`src/rtl/quad_phase_seq.sv`:
```
module quad_phase_seq #(
  parameter int IW = 14,
  parameter logic [IW-1:0] NOP_WORD = '0
) (
  input  logic          clk,
  input  logic          rst,
  input  logic          branch_taken,
  input  logic [IW-1:0] prog_word,
  output logic          q1,
  output logic          q2,
  output logic          q3,
  output logic          q4,
  output logic          pc_inc,
  output logic          ir_load,
  output logic          rd_stb,
  output logic          wr_stb,
  output logic          nop_cycle,
  output logic          clkout,
  output logic [IW-1:0] exec_word
);
  localparam int NPH = 4;
  localparam int CW  = $clog2(NPH);

  logic [CW-1:0]  cnt, cnt_nx;
  logic [NPH-1:0] ph;
  logic           live, take, exec_real;

  assign cnt_nx    = cnt + 1'b1;
  assign exec_real = live & ~nop_cycle;
  assign take      = branch_taken & exec_real;

  assign q1 = ph[0];
  assign q2 = ph[1];
  assign q3 = ph[2];
  assign q4 = ph[3];

  assign pc_inc  = q1;
  assign ir_load = q4;
  assign rd_stb  = q2 & exec_real;
  assign wr_stb  = q4 & exec_real;

  always_ff @(posedge clk) begin
    if (rst) begin
      cnt       <= '0;
      ph        <= NPH'(1);
      clkout    <= 1'b0;
      live      <= 1'b0;
      nop_cycle <= 1'b0;
      exec_word <= NOP_WORD;
    end else begin
      cnt    <= cnt_nx;
      ph     <= NPH'(1) << cnt_nx;
      clkout <= cnt_nx[CW-1];
      if (ph[NPH-1]) begin
        live      <= 1'b1;
        nop_cycle <= take;
        exec_word <= take ? NOP_WORD : prog_word;
      end
    end
  end
endmodule


```
`config.mk`:
```
export PLATFORM = sky130hd
export DESIGN_NAME = quad_phase_seq
export DESIGN_NICKNAME = d
export VERILOG_FILES = /design/src/rtl/quad_phase_seq.sv
export SDC_FILE = /design/constraint.sdc
export NUM_CORES = 1
export LEC_CHECK = 0
export BUFFER_PORTS_ARGS = -buffer_cell sky130_fd_sc_hd__buf_2
export CAP_MARGIN = 20
export CORE_MARGIN = 5
export CORE_UTILIZATION = 25
export CTS_CLUSTER_DIAMETER = 200
export DETAILED_ROUTE_END_ITERATION = 10
export GPL_TIMING_DRIVEN = 0
export MAX_ROUTING_LAYER = met4
export PLACE_DENSITY_LB_ADDON = 0.25
export SLEW_MARGIN = 25
export SYNTH_ARGS = -nofsm -noshare
export SYNTH_HDL_FRONTEND = slang
export SYNTH_SLANG_ARGS = --single-unit
```
`constraint.sdc`:
```
create_clock -name clk -period 2.15 [get_ports clk]
set_input_delay 0.215 -clock clk [delete_from_list [all_inputs] [get_ports clk]]
set_output_delay 0.215 -clock clk [all_outputs]
set_load 0.05 [all_outputs]
```
---- Word level (Yosys, flattened, before mapping) ----
Index checks and enable logic that the tools add are counted.
cells by class
  $add $sub $neg .......................... 1
  shift-type cells ........................ 1
  mux-type cells .......................... 1
  bitwise operators ....................... 5
operators with widths
  operator                                                            count
  14-bit 2-to-1 mux                                                   1
  1-bit AND                                                           4
  1-bit by 2-bit left shift with 4-bit output (first input constant)  1
  2-bit by 1-bit adder with 2-bit output (second input constant)      1
  1-bit NOT                                                           1
word-level totals
  bits in registers ....................... 23
  input port bits ......................... 17
  output and inout bits ................... 24
  logic and storage cells ................. 14

---- Depth between registers and ports, before layout ----
  depth in word-level cells ............... 4
  depth in mapped cells ................... 5

---- Worst setup path before layout ----
OpenSTA, ideal clock, no wires.
  path type ............................... register to output
  start point ............................. register ph[3]
  end point ............................... output wr_stb
  data arrival time ....................... 1596 ps
  data required time ...................... 1935 ps
  setup slack ............................. 339 ps
  stages on the path, launching flop included .. 4
  buffers on the path ..................... 2
  cells stage by stage .................... dfxtp_1 > buf_6 > buf_2 > and3b_1
on the way
  longest elaborated chain between the ends .. 1
RTL lines
  element                 RTL line  RTL
  start, declared         25        logic [NPH-1:0] ph;
  start signal, assigned  52        ph <= NPH'(1) << cnt_nx;
  1-bit AND               40        assign wr_stb = q4 & exec_real;
  end, declared           16        output logic wr_stb,
No other way between the ends.

---- Worst setup path in the final report ----
Same ends and word-level chain as after synthesis.

==> results by stage <==
Route:
- The vias after detailed routing is between 600 and 700.
- The count of nets left with antenna violations once routing finished came out at 0.
- The via density per instance is between 4 and 5.
- The average wire length per cell after detail routing is 10.99 µm.
- The remaining design rule violation count is 0.
- The pre-antenna-repair detailed-routing pass consisted of 3 iterations.
- The total wirelength of the detailed-routed design is approximately 1800 µm.
- The violation count after the first detailed-routing iteration is 19.

Final layout:
- 0 antenna diodes ended up in the layout.
- Summing all multi-input logic gate instances after layout gives 357.8 µm².
- The synthesis-to-layout area growth is 35.99%.
- Registers take 440.4 µm².
- The number of filler cells placed in the layout is 357.
- In the final layout, the share of cells above drive strength 1 is 0.5431.
- For this run, the post-layout net count is between 100 and 150.
- The finished layout holds 162 standard cells, fillers aside.
- Once layout is complete, the utilization of the core stands at 0.3513.

Critical path:
- The critical path required time is 1.93 ns.
- The endpoint type of the worst setup path is an output port.
- STA classifies the critical path startpoint as a flop.
- The data arrival at the endpoint of the critical path is 1.60 ns.
- The critical setup path kind is flop to output port.
- The maximum fanout along the worst path is 10.

Synthesis:
- The share of synthesized area in the top cell type comes to 0.5109.
- Summing every instance area after synthesis gives 862.1 µm².
- Dividing the synthesized area by the synthesized cell count gives ~12 µm².
- The post-synthesis cell type count is 15.
- For this run, the register share of the synthesized area comes to 0.5109.
- By area the synthesized netlist is led by dfxtp_1 (51%), mux2i_1 (16%), nor3_2 (12%), buf_6 (3.9%), nor3_1 (2.9%).
- The register bit count reported by yosys is 22.
- The synthesized instance count is just over 70.
- Of all cell types, the one taking the most synthesized area is dfxtp_1.
- The synthesis warning total is 0.
- The net count of the mapped netlist is 90.

Placed design:
- The routability congestion estimate is 0.5937.
- The count of buffers added on input and output ports is 40.
- The number of placed instances, taps included, is 158.
- The HPWL reported at the end of detailed placement is 1437 µm.

Die:
- The die boundary width is 68.72 µm.
- The initial standard-cell utilization of the core is 0.2583.
- The floorplan die area is ~4700 µm².
- In this run the vertical extent of the chip is slightly below 70 µm.
- The top-level port count is 41.
- The region available for standard cell placement spans 3337 µm².
- After floorplanning, the core was divided into 21 placement rows.

Clock network:
- The post-cts hold buffer count is 0.
- The worst-skew pair later-pin latency is 0.30 ns.
- The clock transition time at the flip-flop clock pins of the worst setup and hold paths is 0.13 ns.
- The quantity of gates resized following cts is 0.
- The worst-case clock buffer depth is 2.
- The TritonCTS clock tree is built.
- Post-CTS timing repair inserted 0 buffers for setup.
- The TritonCTS buffer count is 3.
- The maximum level of the CTS H-tree is 1.
- The tree built by TritonCTS fans out to 22 sinks.
- The clock tree root buffer cell is clkbuf_4.

Timing:
- The final-layout worst hold slack is 0.06914 ns.
- The clock skew is 0.01087 ns.
- The routed design could run at a clock period as short as about 1.8 ns.
- Based on the critical path, the design can be clocked at up to 0.5498 GHz.
- The setup TNS is 0 ns.
- Setup repair after global routing left no endpoint under its margin.
- Of the available clock period, the critical path in the final layout requires 0.8460.
- Setup violations remaining at the end of the flow were counted as 0.
- The final number of hold-violating endpoints is 0.
- For the pin with the worst max-slew slack, the measured transition is ~0.26 ns.
- The max-slew headroom at the worst pin is 0.8248.
- The number of pins exceeding their max-slew limit in the final report is 0.

Global route:
- The via count of the first global-routing pass is just under 700.
- For this run the aggregate overflow at the end of global routing stands at 0.
- The global routing's busiest layer is met2.
- For this run, global-route usage on met1 was measured as 0.08555.
- The maximum number of pins on one net before global-route repair is 14.
- The number of antenna violations at the first check in global routing is 0.
- The first global-routing pass estimated 2918 µm of wire.
- The global-route met3 utilization is 0.04700.
- For this run, the total global-route usage over all layers was measured as 0.08460.
- In the global route stage, met2 resource usage came out at 0.1454.

Outcome:
- The flow ran to the end, and the final reports show no timing, DRC or antenna violations.

Worst hold path:
- The worst hold path belongs to the class primary input to flop.

Power:
- IR analysis of the VDD net gives a maximum drop of about 0.54 mV.
- The power density over the cells is 828.2 nW/µm².
- For this design the static power due to leakage is 0.5726 nW.

Job:
- The max-cap check violation count is 0.
-- stage by stage --
step                      power [mW]  worst slack (ns)  instance area, µm²
after floorplan               0.6198            0.3392               862.1
after global placement        0.6703            0.6683                1120
after detailed placement      0.6743            0.6448                1120
after CTS                     0.9896            0.2660                1172
after global routing           1.025            0.1883                1172
final                         0.9710            0.3310                1172
-- Yosys cell counts --
master,instances
buf_6,3
dfxtp_1,22
buf_2,3
buf_4,2
ha_1,1
nor3_2,10
and3b_1,2
and2_1,2
nor3_1,5
or2_2,1
and4b_1,1
nor2_1,3
mux2i_1,14
nor2b_1,2
o21ba_1,1
-- power by group --
part	switching, mW	total [mW]	internal (mW)
Combinational	0.147	0.214	0.0673
Sequential	0.0131	0.447	0.434
Clock	0.122	0.310	0.188
Total	0.282	0.971	0.689
-- layout make-up --
| class | count | share of cell area |
|---|---|---|
| multi-input cells | 42 | 0.3052 |
| clock buffers | 3 | 0.01921 |
| plain buffers | 8 | 0.05443 |
| repair buffers | 40 | 0.1708 |
| flip-flops and latches | 22 | 0.3757 |
| clock inverters | 1 | 0.02561 |
| well taps | 46 | 0.04909 |
-- sequential cells by signal, indices dropped and copies added, names as in the netlist --
register / count
exec_word: 14
ph: 4
clkout: 1
cnt: 1
live: 1
nop_cycle: 1
-- metal layers --
layer  wire (µm)  vias to the layer above
met5           0                        -
met4           8                        0
met3         238                        2
met2         782                       32
met1         752                      295
li1            -                      334
-- final timing paths --
path | start | to | slack [ns] | cells past startpoint
hold / removal | rst | clkout$_SDFF_PP0_ | 0.07 | 2
setup / recovery | ph[3]$_SDFF_PP0_ | wr_stb | 0.33 | 4
hold reg to reg | cnt[0]$_SDFF_PP0_ | ph[1]$_SDFF_PP0_ | 0.48 | 1
setup reg to reg | ph[3]$_SDFF_PP0_ | exec_word[10]$_SDFFE_PP0P_ | 0.89 | 4
-- cell families (layout without fill, tap and decap cells) --
logic type,after synthesis,in the layout,share of synthesized area
buf+inv,8,52,0.07401
simple gates,26,26,0.2264
mux,14,14,0.1625
flops,22,22,0.5109
compound gates,1,1,0.01161
fa+ha+maj,1,1,0.01451
-- cell usage in the layout, fill, tap and decap left out, drive strengths merged --
cell | synthesis | layout
and2 | 2 | 2
clkbuf | 0 | 3
o21ba | 1 | 1
dfxtp | 22 | 22
mux2i | 14 | 14
and4b | 1 | 1
and3b | 2 | 2
nor2b | 2 | 2
or2 | 1 | 1
buf | 8 | 48
ha | 1 | 1
nor2 | 3 | 3
bufinv | 0 | 1
nor3 | 15 | 15
-- worst max-delay path, stage by stage (launching register included) --
cell     delay (ns)
dfxtp_1        0.39
buf_6          0.16
buf_2          0.28
and3b_1        0.20
buf_2          0.26
(Power assumes the default switching activity.)
